--- src/rtl/clk_slot_pkg.sv ---
package clk_slot_pkg;

    localparam int SRC_W        = 3;
    localparam int DIV_W        = 4;
    localparam int BUS_W        = 2;
    localparam int WAIT_W       = 8;
    localparam int NSLOT        = 2;
    localparam int WAIT_LSB     = 16;
    localparam int CTRL_W       = WAIT_LSB + WAIT_W;
    localparam int SEL_SLOT_BIT = 0;
    localparam int SEL_BUS_LSB  = 1;
    localparam int SEL_W        = SEL_BUS_LSB + BUS_W;

    typedef logic [SRC_W-1:0]  src_t;
    typedef logic [DIV_W-1:0]  div_t;
    typedef logic [BUS_W-1:0]  bus_t;
    typedef logic [WAIT_W-1:0] wait_t;

    typedef struct packed {
        src_t src;
        div_t div;
        bus_t bus;
    } req_t;

    typedef enum logic [2:0] {
        ST_IDLE, ST_PRE_DIV, ST_WR_SRC, ST_WR_DIV, ST_FLIP, ST_POST_DIV, ST_DONE
    } seq_state_t;

    typedef enum logic [2:0] {
        OP_NONE, OP_WAIT, OP_BUS, OP_SRC, OP_DIV, OP_FLIP
    } wr_op_t;

    typedef enum logic [1:0] {
        BUS_KEEP, BUS_BEFORE, BUS_AFTER
    } bus_order_t;

    typedef struct packed {
        wr_op_t op;
        req_t   val;
    } wr_cmd_t;

    // Field positions inside the control register; slot 0 sits high.
    function automatic int slot_src_lsb(input int s);
        return (s == 0) ? 12 : 4;
    endfunction

    function automatic int slot_div_lsb(input int s);
        return (s == 0) ? 8 : 0;
    endfunction

    // Slower bus first, faster bus only after the core clock has moved.
    function automatic bus_order_t pick_bus_order(input bus_t nxt, input bus_t cur);
        if (nxt > cur)      return BUS_BEFORE;
        else if (nxt < cur) return BUS_AFTER;
        else                return BUS_KEEP;
    endfunction

endpackage

--- src/rtl/clk_slot_seq.sv ---
module clk_slot_seq
    import clk_slot_pkg::*;
(
    input  logic    clk,
    input  logic    rst,
    input  logic    req_valid,
    input  req_t    req,
    input  bus_t    cur_bus,
    output wr_cmd_t cmd,
    output logic    busy,
    output logic    done
);

    seq_state_t state_q;
    req_t       tgt_q;
    bus_order_t order_q;

    always_ff @(posedge clk) begin
        if (rst) begin
            state_q <= ST_IDLE;
            tgt_q   <= '0;
            order_q <= BUS_KEEP;
        end else begin
            unique case (state_q)
                ST_IDLE: begin
                    if (req_valid) begin
                        tgt_q   <= req;
                        order_q <= pick_bus_order(req.bus, cur_bus);
                        state_q <= ST_PRE_DIV;
                    end
                end
                ST_PRE_DIV:  state_q <= ST_WR_SRC;
                ST_WR_SRC:   state_q <= ST_WR_DIV;
                ST_WR_DIV:   state_q <= ST_FLIP;
                ST_FLIP:     state_q <= ST_POST_DIV;
                ST_POST_DIV: state_q <= ST_DONE;
                ST_DONE:     state_q <= ST_IDLE;
                default:     state_q <= ST_IDLE;
            endcase
        end
    end

    always_comb begin
        cmd.op  = OP_NONE;
        cmd.val = tgt_q;
        unique case (state_q)
            ST_IDLE:     if (req_valid) cmd.op = OP_WAIT;
            ST_PRE_DIV:  if (order_q == BUS_BEFORE) cmd.op = OP_BUS;
            ST_WR_SRC:   cmd.op = OP_SRC;
            ST_WR_DIV:   cmd.op = OP_DIV;
            ST_FLIP:     cmd.op = OP_FLIP;
            ST_POST_DIV: if (order_q == BUS_AFTER) cmd.op = OP_BUS;
            default:     cmd.op = OP_NONE;
        endcase
    end

    assign busy = (state_q != ST_IDLE);
    assign done = (state_q == ST_DONE);

    a_r8_done_single: assert property (@(posedge clk) disable iff (rst)
        done |=> (!done && !busy));

    a_r9_busy_holds: assert property (@(posedge clk) disable iff (rst)
        (busy && !done) |=> busy);

endmodule

--- src/rtl/clk_slot_regs.sv ---
module clk_slot_regs
    import clk_slot_pkg::*;
#(
    parameter int WAIT_LOAD = 100
) (
    input  logic              clk,
    input  logic              rst,
    input  wr_cmd_t           cmd,
    output logic [CTRL_W-1:0] ctrl_o,
    output logic [SEL_W-1:0]  sel_o,
    output src_t              cur_src,
    output div_t              cur_div,
    output bus_t              cur_bus
);

    localparam wait_t WAIT_VAL = wait_t'(WAIT_LOAD);

    logic  slot_q;
    bus_t  bus_q;
    wait_t wait_q;
    src_t  src_a [NSLOT];
    div_t  div_a [NSLOT];

    always_ff @(posedge clk) begin
        if (rst) begin
            slot_q <= 1'b0;
            bus_q  <= '0;
            wait_q <= '0;
        end else begin
            if (cmd.op == OP_WAIT) wait_q <= WAIT_VAL;
            if (cmd.op == OP_BUS)  bus_q  <= cmd.val.bus;
            if (cmd.op == OP_FLIP) slot_q <= ~slot_q;
        end
    end

    for (genvar s = 0; s < NSLOT; s++) begin : g_slot
        src_t src_q;
        div_t div_q;
        wire  idle_slot = (slot_q != 1'(s));

        always_ff @(posedge clk) begin
            if (rst) begin
                src_q <= '0;
                div_q <= '0;
            end else begin
                if (cmd.op == OP_SRC && idle_slot) src_q <= cmd.val.src;
                if (cmd.op == OP_DIV && idle_slot) div_q <= cmd.val.div;
            end
        end

        assign src_a[s] = src_q;
        assign div_a[s] = div_q;
    end

    always_comb begin
        ctrl_o = '0;
        ctrl_o[WAIT_LSB +: WAIT_W] = wait_q;
        for (int s = 0; s < NSLOT; s++) begin
            ctrl_o[slot_src_lsb(s) +: SRC_W] = src_a[s];
            ctrl_o[slot_div_lsb(s) +: DIV_W] = div_a[s];
        end
        sel_o = '0;
        sel_o[SEL_SLOT_BIT]         = slot_q;
        sel_o[SEL_BUS_LSB +: BUS_W] = bus_q;
    end

    assign cur_src = src_a[slot_q];
    assign cur_div = div_a[slot_q];
    assign cur_bus = bus_q;

    a_r3_active_untouched: assert property (@(posedge clk) disable iff (rst)
        (cmd.op == OP_SRC || cmd.op == OP_DIV) |=> ($stable(cur_src) && $stable(cur_div)));

endmodule

--- src/rtl/clk_slot_reprog.sv ---
module clk_slot_reprog
    import clk_slot_pkg::*;
#(
    parameter int WAIT_LOAD = 100
) (
    input  logic              clk,
    input  logic              rst,
    input  logic              req_valid,
    input  logic [SRC_W-1:0]  req_src,
    input  logic [DIV_W-1:0]  req_div,
    input  logic [BUS_W-1:0]  req_bus,
    output logic              busy,
    output logic              done,
    output logic [CTRL_W-1:0] ctrl_reg,
    output logic [SEL_W-1:0]  sel_reg,
    output logic [SRC_W-1:0]  cur_src,
    output logic [DIV_W-1:0]  cur_div
);

    req_t    req;
    wr_cmd_t cmd;
    bus_t    cur_bus;

    assign req = '{src: req_src, div: req_div, bus: req_bus};

    clk_slot_seq u_seq (
        .clk       (clk),
        .rst       (rst),
        .req_valid (req_valid),
        .req       (req),
        .cur_bus   (cur_bus),
        .cmd       (cmd),
        .busy      (busy),
        .done      (done)
    );

    clk_slot_regs #(.WAIT_LOAD(WAIT_LOAD)) u_regs (
        .clk     (clk),
        .rst     (rst),
        .cmd     (cmd),
        .ctrl_o  (ctrl_reg),
        .sel_o   (sel_reg),
        .cur_src (cur_src),
        .cur_div (cur_div),
        .cur_bus (cur_bus)
    );

    a_r9_idle_quiet: assert property (@(posedge clk) disable iff (rst)
        (!busy && !req_valid) |=> ($stable(ctrl_reg) && $stable(sel_reg)));

    a_r4_flip_in_sequence: assert property (@(posedge clk) disable iff (rst)
        (!busy) |=> ($stable(sel_reg[SEL_SLOT_BIT]) && $stable(ctrl_reg[SEL_W+12-SEL_W +: SRC_W])));

    a_r5_r6_bus_apart_from_flip: assert property (@(posedge clk) disable iff (rst)
        !$stable(sel_reg[SEL_BUS_LSB +: BUS_W]) |-> $stable(sel_reg[SEL_SLOT_BIT]));

endmodule

--- config.mk ---
export PLATFORM = sky130hd
export DESIGN_NAME = clk_slot_reprog
export DESIGN_NICKNAME = d
export VERILOG_FILES = /design/src/rtl/clk_slot_pkg.sv /design/src/rtl/clk_slot_seq.sv /design/src/rtl/clk_slot_regs.sv /design/src/rtl/clk_slot_reprog.sv
export SDC_FILE = /design/constraint.sdc
export NUM_CORES = 1
export LEC_CHECK = 0
export BUFFER_PORTS_ARGS = -buffer_cell sky130_fd_sc_hd__buf_2
export CORE_ASPECT_RATIO = 0.8
export CORE_MARGIN = 3
export CORE_UTILIZATION = 44
export CTS_CLUSTER_SIZE = 20
export DETAILED_ROUTE_END_ITERATION = 10
export HOLD_SLACK_MARGIN = 0.15
export PLACE_DENSITY = 0.72
export SYNTH_ARGS = -nofsm -noshare
export SYNTH_HDL_FRONTEND = slang
export SYNTH_SLANG_ARGS = --single-unit
--- constraint.sdc ---
create_clock -name clk -period 1.5 [get_ports clk]
set_clock_uncertainty 0.2 [all_clocks]
set_input_delay 0.075 -clock clk [delete_from_list [all_inputs] [get_ports clk]]
set_output_delay 0.075 -clock clk [all_outputs]
set_load 0.02 [all_outputs]
==> results of run 1 <==
-- layer usage --
metal / global-route usage [%] / up-vias / routed length [um]
li1: - / 636 / -
met1: 21.5 / 613 / 1630
met2: 31.9 / 32 / 1890
met3: 4.58 / 2 / 178
met4: 3.28 / 0 / 10
met5: 0 / - / 0
-- worst max-delay path: stages (launching register included) --
cell     delay [ns]
dfxtp_2        0.34
buf_6          0.14
buf_6          0.12
or3_1          0.32
buf_6          0.14
-- synth_stat cells, drive strengths merged, types with 2 or more instances --
library cell / instances / area share, %
nand2: 21 / 5.4
clkbuf: 3 / 0.85
or3b: 2 / 1.2
a21oi: 14 / 5.0
inv: 2 / 0.51
dfxtp: 32 / 44
nand3b: 2 / 1.0
buf: 17 / 7.6
mux2: 7 / 5.4
nor2: 17 / 4.4
mux2i: 16 / 11
nor3: 2 / 0.68
ha: 2 / 1.7
or3: 2 / 0.85
nor4b: 2 / 2.1
nand2b: 6 / 2.6
-- power by group --
part	total (mW)	leakage [nW]	switching, mW	internal, mW
registers	0.918	0.262	0.0340	0.884
clock network	0.798	0.0552	0.306	0.493
logic	0.386	0.708	0.200	0.186
total	2.10	1.03	0.540	1.56
-- cells in the final DEF (no fill, tap or decap), drive strengths merged --
cell | Yosys | final
clkbuf | 3 | 7
clkinv | 0 | 1
and4bb | 1 | 1
a21oi | 14 | 14
bufinv | 0 | 1
nand3b | 2 | 2
conb | 1 | 7
nor4b | 2 | 2
nor2b | 1 | 1
nand2 | 21 | 21
nor2 | 17 | 17
or3 | 2 | 2
nand4b | 1 | 1
or3b | 2 | 2
a2111oi | 1 | 1
and2 | 1 | 1
mux2i | 16 | 16
o21ba | 1 | 1
mux2 | 7 | 7
ha | 2 | 2
nand2b | 6 | 6
inv | 2 | 2
dfxtp | 32 | 32
buf | 17 | 55
o211ai | 1 | 1
nor4bb | 1 | 1
nor3 | 2 | 2
or4b | 1 | 1
dlymetal6s4s | 0 | 1
dlygate4sd3 | 0 | 11
o21ai | 1 | 1
-- worst max-delay path by stage --
stage	depth (start not counted)	slack (ns)	end
3_3_place_gp	5	-0.06	u_seq.cmd[3]$_SDFFE_PP0P_
2_1_floorplan	3	0.02	u_seq.order_q[1]$_SDFFE_PP0P_
4_1_cts	4	-0.10	busy
3_5_place_dp	5	-0.1	u_seq.cmd[1]$_SDFFE_PP0P_
6_report	4	-0.11	busy
5_1_grt	5	-0.19	u_seq.cmd[2]$_SDFFE_PP0P_
-- sequential cells by signal, summed over array words and instances (netlist names) --
signal                   cells
u_seq.order_q                2
u_regs.wait_q                1
u_regs.cur_bus               2
u_regs.g_slot.src_q          6
u_regs.g_slot.div_q          8
u_seq.cmd                    9
u_seq.state_q                3
u_regs.g_slot.idle_slot      1
-- stage by stage --
step	hold slack [ns]	total power [mW]	instance area, um2	utilization [%]	TNS (ns)
2_1_floorplan	-0.0353	1.11	1490	-	0
3_3_place_gp	0.119	1.17	1710	54.6	-0.649
3_5_place_dp	0.125	1.18	1710	54.6	-1.13
4_1_cts	0.217	2.01	2040	65.2	-1.27
5_1_grt	0.215	2.19	2270	72.6	-2.26
6_report	0.212	2.10	2270	72.6	-0.777
-- layout make-up --
class / count / area [um2] / share of cell area (%)
well taps: 40 / 50.0 / 2.20
repair buffers: 68 / 543 / 23.9
inverters: 2 / 7.51 / 0.330
multi-input cells: 110 / 913 / 40.2
flip-flops and latches: 32 / 651 / 28.6
clock inverters: 2 / 35.0 / 1.54
clock buffers: 6 / 72.6 / 3.19
-- cells by family (layout without fill, tap and decap cells) --
kind of cell	Yosys count	count (layout)	share of synthesized area, %
AND/OR/NAND/NOR	60	60	21.8
flip-flops	32	32	43.8
multiplexers	23	23	16.3
buffers and inverters	22	78	8.97
AO/OA/AOI/OAI	18	18	7.18
adder cells (fa/ha/maj)	2	2	1.71
other	1	7	0.256
-- repair_timing --
action	4_1_cts	5_1_grt
hold buffers	11	1
pin swaps	1	19
setup endpoints to repair	33	38
setup buffers	2	2
endpoints found under the hold margin	30	1
gates resized for setup	30	60
==> metrics.yaml, run 1 <==
drv_slew: 0
rsz0062_at_grt: "yes"
clk_pin_slew_ns: 0.07
syn_area_per_cell_um2: 9.27
drc: 0
worstReg2RegEnd: "u_seq.cmd[2]$_SDFFE_PP0P_"
io_pins: 48
clkSinkCount: 32
clockBufferDepth: 2
async_flop_share_pct: 0
setup_slack_ns: -0.106
hp-class: "input pin to register"
fp.dieW_um: 70.5
hpwlAfterDp_um: 2250
whs_path_depth: 5
hp-start: "req_bus[1]"
clock_latency_ns: 0.27
ys_seq_elements: 32
fp-row-count: 18
wirelength_um: 3700
synth_ff_type: "dfxtp_1"
start_util_pct: 46.8
holdPathEnd: "u_seq.order_q[0]$_SDFFE_PP0P_"
synthCells: 158
port_buffers: 40
crit_required_ns: 1.22
via_count: 1283
drive_gt1_share_pct: 50.9
grt_pass1_wl_um: 5730
crit_path_end_kind: "output pin"
gp_routability_congestion: 0.775
dieArea_um2: 4060
finalNonFillerCells: 260
drtAntennaViolNets: 0
hold_viol_final: 0
max_cap_violations: 0
dp_cells: 237
first_iter_violations: 31
ir_worst_vdd_mv: 0.677
fin_nets: 233
placeableCoreArea_um2: 3130
overflow: 0
fmax_mhz: 623
start_kind: "register"
period_share_pct: 107
grtUsageTotal_pct: 17.7
drtPass1Iterations: 4
violations: "setup timing"
synth_edf_count: 0
pre_cts_ws_ns: -0.0987
cts_buffers: 5
htreeDepth: 2
regToRegStartpoint: "u_seq.state_q[0]$_SDFFE_PP0P_"
cp_data_arrival_time_ns: 1.33
syn_to_final_growth_pct: 55.2
antenna_cells: 0
status: "finished with violations"
ys_types: 31
setup_viol: 18
worstPathMaxFanout: 8
antenna_found_initial: 0
crit_type: "register to output pin"
min_period_ns: 1.61
avgViaCountPerCell: 4.93
wire_per_inst_um: 14.2
yosysSeqAreaShare_pct: 43.8
cts-root-buf: "clkbuf_8"
leakagePower_nw: 1.03
startpoint: "u_seq.state_q[2]$_SDFFE_PP0P_"
syn-cell-area_um2: 1460
synth-warning-count: 0
r2r_setup_slack_ns: -0.10
grt_max_degree: 35
cts_tree: "done"
powerDensity_nw_per_um2: 925
grt_pass1_vias: 1266
nFillCells: 224
die_h_um: 57.6
worstRegToRegCells: 5
Note: power is estimated with default switching activity, not from simulation.
==> run 2: changes to the inputs <==
--- a/config.mk
+++ b/config.mk
@@ -8,11 +8,11 @@
 export BUFFER_PORTS_ARGS = -buffer_cell sky130_fd_sc_hd__buf_2
 export CORE_ASPECT_RATIO = 0.8
 export CORE_MARGIN = 3
-export CORE_UTILIZATION = 44
+export CORE_UTILIZATION = 53
 export CTS_CLUSTER_SIZE = 20
 export DETAILED_ROUTE_END_ITERATION = 10
 export HOLD_SLACK_MARGIN = 0.15
-export PLACE_DENSITY = 0.72
+export PLACE_DENSITY = 0.81
 export SYNTH_ARGS = -nofsm -noshare
 export SYNTH_HDL_FRONTEND = slang
 export SYNTH_SLANG_ARGS = --single-unit
==> constraint.sdc (replaced) <==
create_clock -name clk -period 1.9 [get_ports clk]
set_clock_uncertainty 0.2 [all_clocks]
set_input_delay 0.095 -clock clk [delete_from_list [all_inputs] [get_ports clk]]
set_output_delay 0.095 -clock clk [all_outputs]
set_load 0.02 [all_outputs]
==> run 2 against run 1 <==
The flow now finishes without violations. Largest cell class unchanged. Final area decreased by 19%. Critical path depth unchanged. First-iteration DRC count decreased by 19%. Worst hold slack improved by 0.054 ns. Global-route usage increased by 2.8 points. Clock-buffer cell count increased by 2. Combinational power decreased by 47%. Setup slack improved by 0.30 ns. Power decreased by 37%. Wire length decreased by 12%.
==> metrics.yaml, run 2 (synthesis results as in run 1) <==
final_cell_mix: "buf_2, dfxtp_1, nand2_1, nor2_1, mux2i_1"
die_h_um: 53.0  # -8.0%
gp_routability_congestion: 0.698  # -10%
finalNonFillerCells: 247  # -5.0%
first_iter_violations: 25  # -19%
crit_type: "register to register"
totalNegativeSetupSlack_ns: 0  # +0.777 ns
period_share_pct: 89.7
drtPass1Iterations: 4  # unchanged
min_period_ns: 1.70
slowest_stage: "or4b_1"
start_util_pct: 57.6  # +11 points
clock_latency_ns: 0.34  # +0.07 ns
cts_tree: "done"
relSlewSlack_pct: 63.8
cts-root-buf: "clkbuf_4"
rsz0062_at_grt: "no"
setup_viol: 0  # -18
placeableCoreArea_um2: 2540  # -19%
status: "finished clean"
grt_max_degree: 35  # unchanged
crit_required_ns: 1.89  # +0.67 ns
syn_to_final_growth_pct: 25.6
cts_setup_buffers: 0  # -2
timing.hold.ws_ns: 0.265  # +0.0535 ns
fp-row-count: 16  # -2
path_cells: "or4b_1, buf_4, nand2_1, a21oi_1"
dpl_cell_area_um2: 1670  # -2.5%
avgViaCountPerCell: 5.01  # +1.5%
multiInputGateArea_um2: 714  # -22%
dieArea_um2: 3430  # -15%
clockBufferDepth: 2  # unchanged
drc: 0  # unchanged
hpwlAfterDp_um: 2150  # -4.6%
r2r_setup_slack_ns: 0.20  # +0.30 ns
fp.dieW_um: 64.8  # -8.1%
io_pins: 48  # unchanged
via_count: 1237  # -3.6%
fin_nets: 224  # -3.9%
ir_worst_vdd_mv: 0.515  # -24%
clkSinkCount: 32  # unchanged
grt_pass1_vias: 1126  # -11%
fmax_mhz: 587
seqCellArea_um2: 642  # -1.3%
leakagePower_nw: 0.857  # -16%
drtAntennaViolNets: 0  # unchanged
worstPathMaxFanout: 8  # unchanged
drv_slew: 0  # unchanged
wirelength_um: 3270  # -12%
nFillCells: 196  # -13%
largest_reg_flops: 9  # unchanged
crit_path_max_incr_delay_ns: 0.62  # +0.28 ns
powerDensity_nw_per_um2: 724  # -22%
crit_path_end_kind: "register"
overflow: 0  # unchanged
htreeDepth: 2  # unchanged
wire_per_inst_um: 13.2  # -7.2%
cts_buffers: 5  # unchanged
port_buffers: 40  # unchanged
layout_commonest_cell: "buf_2"
dp_cells: 228  # -3.8%
cp_data_arrival_time_ns: 1.70  # +0.37 ns
hold_viol_final: 0  # unchanged
drive_gt1_share_pct: 31.8  # -19 points
antenna_found_initial: 0  # unchanged
start_kind: "register"
antenna_cells: 0  # unchanged
max_cap_violations: 0  # unchanged
grtUsageTotal_pct: 20.5  # +2.8 points
grt_pass1_wl_um: 5220  # -8.8%
post-route-cell-area_um2: 1840  # -19%
hp-class: "register to register"
clk_pin_slew_ns: 0.10  # +0.03 ns
worst_pin_slew_ns: 0.543
[run 2: worst max-delay path, delay by kind of cell (launching register included)]
family | cells | cell delay (ns)
DFF | 1 | 0.38
AOI/OAI and AO/OA | 1 | 0.08
and+or+nand+nor | 2 | 0.70
buffers and inverters | 1 | 0.20
[run 2: layout make-up]
type / count / share of cell area (%)
well taps: 36 / 2.45
inverters: 2 / 0.408
multi-input cells: 110 / 38.9
repair buffers: 59 / 20.1
clock buffers: 8 / 3.20
flip-flops and latches: 32 / 34.9
[run 2: what timing repair did]
item / in CTS / in global routing
gates resized for setup: 0 / 1
hold buffers: 11 / 0
endpoints found under the setup margin: 0 / 7
hold endpoints to repair: 30 / 0
[run 2: path summary, 6_finish.rpt]
check                                     start                         to  depth (start not counted)
setup / recovery  u_seq.state_q[1]$_SDFFE_PP0P_  u_seq.cmd[7]$_SDFFE_PP0P_                          4
hold / removal        u_seq.cmd[0]$_SDFFE_PP0P_  u_seq.cmd[0]$_SDFFE_PP0P_                          2
setup reg to reg  u_seq.state_q[1]$_SDFFE_PP0P_  u_seq.cmd[7]$_SDFFE_PP0P_                          4
hold reg to reg       u_seq.cmd[0]$_SDFFE_PP0P_  u_seq.cmd[0]$_SDFFE_PP0P_                          2
[run 2: layer usage]
layer  GRT usage [%]  share of wire [%]
met1            24.5                 43
met2            33.6                 48
met3            7.43                7.6
met4            8.42                1.3
met5               0                  0
[run 2: power by group]
group          leakage [nW]  switching (mW)  internal (mW)
Sequential            0.261          0.0258          0.698
Clock                0.0326           0.222          0.182
Combinational         0.563           0.111         0.0915
Total                 0.857           0.359          0.971
[run 2: metrics by stage]
stage	setup WS, ns	utilization [%]	total power [mW]
floorplan	0.420	-	0.877
global placement	0.285	65.6	0.915
detailed placement	0.176	65.6	0.920
CTS	0.0186	72.2	1.33
global route	0.136	72.3	1.39
finish	0.196	72.3	1.33
==> run 3: changes to the inputs <==
==> constraint.sdc (replaced) <==
create_clock -name clk -period 1.9 [get_ports clk]
set_clock_uncertainty 0.2 [all_clocks]
set_input_delay 0 -clock clk [delete_from_list [all_inputs] [get_ports clk]]
set_output_delay 0 -clock clk [all_outputs]
set_load 0.02 [all_outputs]
==> run 3 against run 2 <==
Die area is the same. Final area up 0.95%. Power decreased by 0.25%. First-iteration DRC count up 68%. Sequential share of layout area is 0.26 points lower. Combinational power is essentially flat. Setup slack lost 0.051 ns. Critical path depth did not move. Clock power fell by 2%. Final cell count rose by 0.40%. Worst hold slack worse by 0.0070 ns. Highest routed layer unchanged.
==> metrics.yaml, run 3 (synthesis results as in run 1) <==
m1WireLength_um: 1420  # +0.85%
rsz0062_at_grt: "no"
htreeDepth: 2  # unchanged
cp_data_arrival_time_ns: 1.82  # +0.12 ns
finalPower_mw: 1.33  # -0.25%
cts_setup_buffers: 0  # unchanged
start_util_pct: 57.6  # unchanged
largest_reg_flops: 9  # unchanged
drtAntennaViolNets: 0  # unchanged
holdPathEnd: "u_seq.cmd[0]$_SDFFE_PP0P_"
io_pins: 48  # unchanged
leakagePower_nw: 0.864  # +0.83%
first_iter_violations: 42  # +68%
crit_type: "input pin to register"
hold_viol_final: 0  # unchanged
drv_slew: 0  # unchanged
grt_pass1_wl_um: 5530  # +5.8%
worstPathMaxFanout: 34  # +26
fmax_mhz: 570  # -2.9%
antenna_found_initial: 0  # unchanged
grt_max_degree: 35  # unchanged
wl_met3_um: 170  # -31%
status: "finished clean"
dieArea_um2: 3430  # unchanged
pre_cts_ws_ns: 0.253  # +0.0778 ns
whs_path_depth: 2  # unchanged
grt_pass1_vias: 1226  # +8.9%
period_share_pct: 92.4  # +2.7 points
avgViaCountPerCell: 5.12  # +2.3%
clk_pin_slew_ns: 0.09  # about the same
drtPass1Iterations: 4  # unchanged
setup_viol: 0  # unchanged
hpwlAfterDp_um: 2170  # +1.1%
final_cell_mix: "buf_2, dfxtp_1, nand2_1, nor2_1, mux2i_1"
regToRegStartpoint: "u_seq.state_q[0]$_SDFFE_PP0P_"
cts-root-buf: "clkbuf_4"
grtUsageTotal_pct: 20.9  # +0.40 points
fp.dieW_um: 64.8  # unchanged
nFillCells: 197  # +0.51%
hp-start: "u_seq.cmd[0]$_SDFFE_PP0P_"
wire_per_inst_um: 13.2  # about the same
seqCellArea_um2: 643  # +0.19%
drc: 0  # unchanged
wirelength_um: 3280  # +0.46%
max_cap_violations: 0  # unchanged
worstRegToRegCells: 3  # -1
wl_met2_um: 1610  # +3.3%
cts_buffers: 5  # unchanged
layout_commonest_cell: "buf_2"
hp-class: "register to register"
relSlewSlack_pct: 61.5  # -2.3 points
syn_to_final_growth_pct: 26.8
overflow: 0  # unchanged
timing.hold.ws_ns: 0.258  # -0.00702 ns
drive_gt1_share_pct: 32.5  # +0.79 points
clkSinkCount: 32  # unchanged
powerDensity_nw_per_um2: 715  # -1.2%
placeableCoreArea_um2: 2540  # unchanged
fin_nets: 225  # +0.45%
multiInputGateArea_um2: 721  # +0.88%
crit_required_ns: 1.96  # +0.07 ns
die_h_um: 53.0  # unchanged
port_buffers: 40  # unchanged
ir_worst_vdd_mv: 0.481  # -6.6%
totalNegativeSetupSlack_ns: 0  # unchanged
worstReg2RegEnd: "u_seq.state_q[0]$_SDFFE_PP0P_"
setup_slack_ns: 0.145  # -0.0512 ns
gp_routability_congestion: 0.734  # +5.1%
via_count: 1270  # +2.7%
cts_tree: "done"
start_kind: "input pin"
fp-row-count: 16  # unchanged
r2r_setup_slack_ns: 0.15  # -0.05 ns
worst_pin_slew_ns: 0.578  # +0.0351 ns
crit_path_end_kind: "register"
clock_latency_ns: 0.32  # -0.02 ns
antenna_cells: 0  # unchanged
clockBufferDepth: 2  # unchanged
min_period_ns: 1.76  # +0.0512 ns
highest_layer: "met4"
run 3: cell count changes in the layout (fill, tap and decap cells not counted):
cell	before	now
a2111oi_0	1	0
a2111oi_2	0	1
dfxtp_1	31	30
dfxtp_2	1	2
dlygate4sd3_1	11	12
run 3: cell type report:
type | instances | share of cell area (%)
multi-input cells | 110 | 38.8
flip-flops and latches | 32 | 34.7
repair buffers | 60 | 20.5
clock buffers | 8 | 3.17
well taps | 36 | 2.43
inverters | 2 | 0.405
run 3: worst max-delay path by stage:
stage / start / to / slack [ns] / cells after the start
CTS: u_seq.state_q[2]$_SDFFE_PP0P_ / u_seq.state_q[0]$_SDFFE_PP0P_ / 0.06 / 4
finish: rst / u_seq.state_q[0]$_SDFFE_PP0P_ / 0.14 / 4
floorplan: u_seq.state_q[2]$_SDFFE_PP0P_ / u_seq.order_q[1]$_SDFFE_PP0P_ / 0.42 / 3
global route: u_seq.state_q[0]$_SDFFE_PP0P_ / u_seq.state_q[0]$_SDFFE_PP0P_ / 0.04 / 3
detailed placement: u_seq.state_q[1]$_SDFFE_PP0P_ / u_regs.g_slot[1].div_q[0]$_SDFFE_PP0P_ / 0.25 / 5
global placement: u_seq.state_q[1]$_SDFFE_PP0P_ / u_seq.order_q[1]$_SDFFE_PP0P_ / 0.31 / 3
run 3: per-layer routing:
layer  global-route usage (%)  vias up
met5                        0        -
met4                     9.82        0
met3                     5.31        8
met2                     36.3       43
met1                     24.4      595
li1                         -      624
run 3: report_power, final:
group	switching (mW)	internal, mW
combinational	0.112	0.0938
clock	0.215	0.183
sequential	0.0260	0.698
run 3: timing repair:
| action | 4_1_cts | 5_1_grt |
|---|---|---|
| endpoints found under the setup margin | 0 | 1 |
| hold buffers | 12 | 0 |
| hold endpoints to repair | 32 | 0 |
| gates resized for setup | 0 | 4 |
run 3: critical path, stage by stage:
cell and delay [ns]:
dlygate4sd3_1 0.55, buf_2 0.31, a2111oi_2 0.34, dlygate4sd3_1 0.61
run 3: per-stage QoR:
step / std cells / cell area, um2 / utilization (%)
finish: 248 / 1860 / 73.0
global route: 248 / 1860 / 73.0
CTS: 248 / 1850 / 72.6
detailed placement: 228 / 1670 / 65.6
global placement: 228 / 1670 / 65.6
floorplan: 164 / 1490 / -
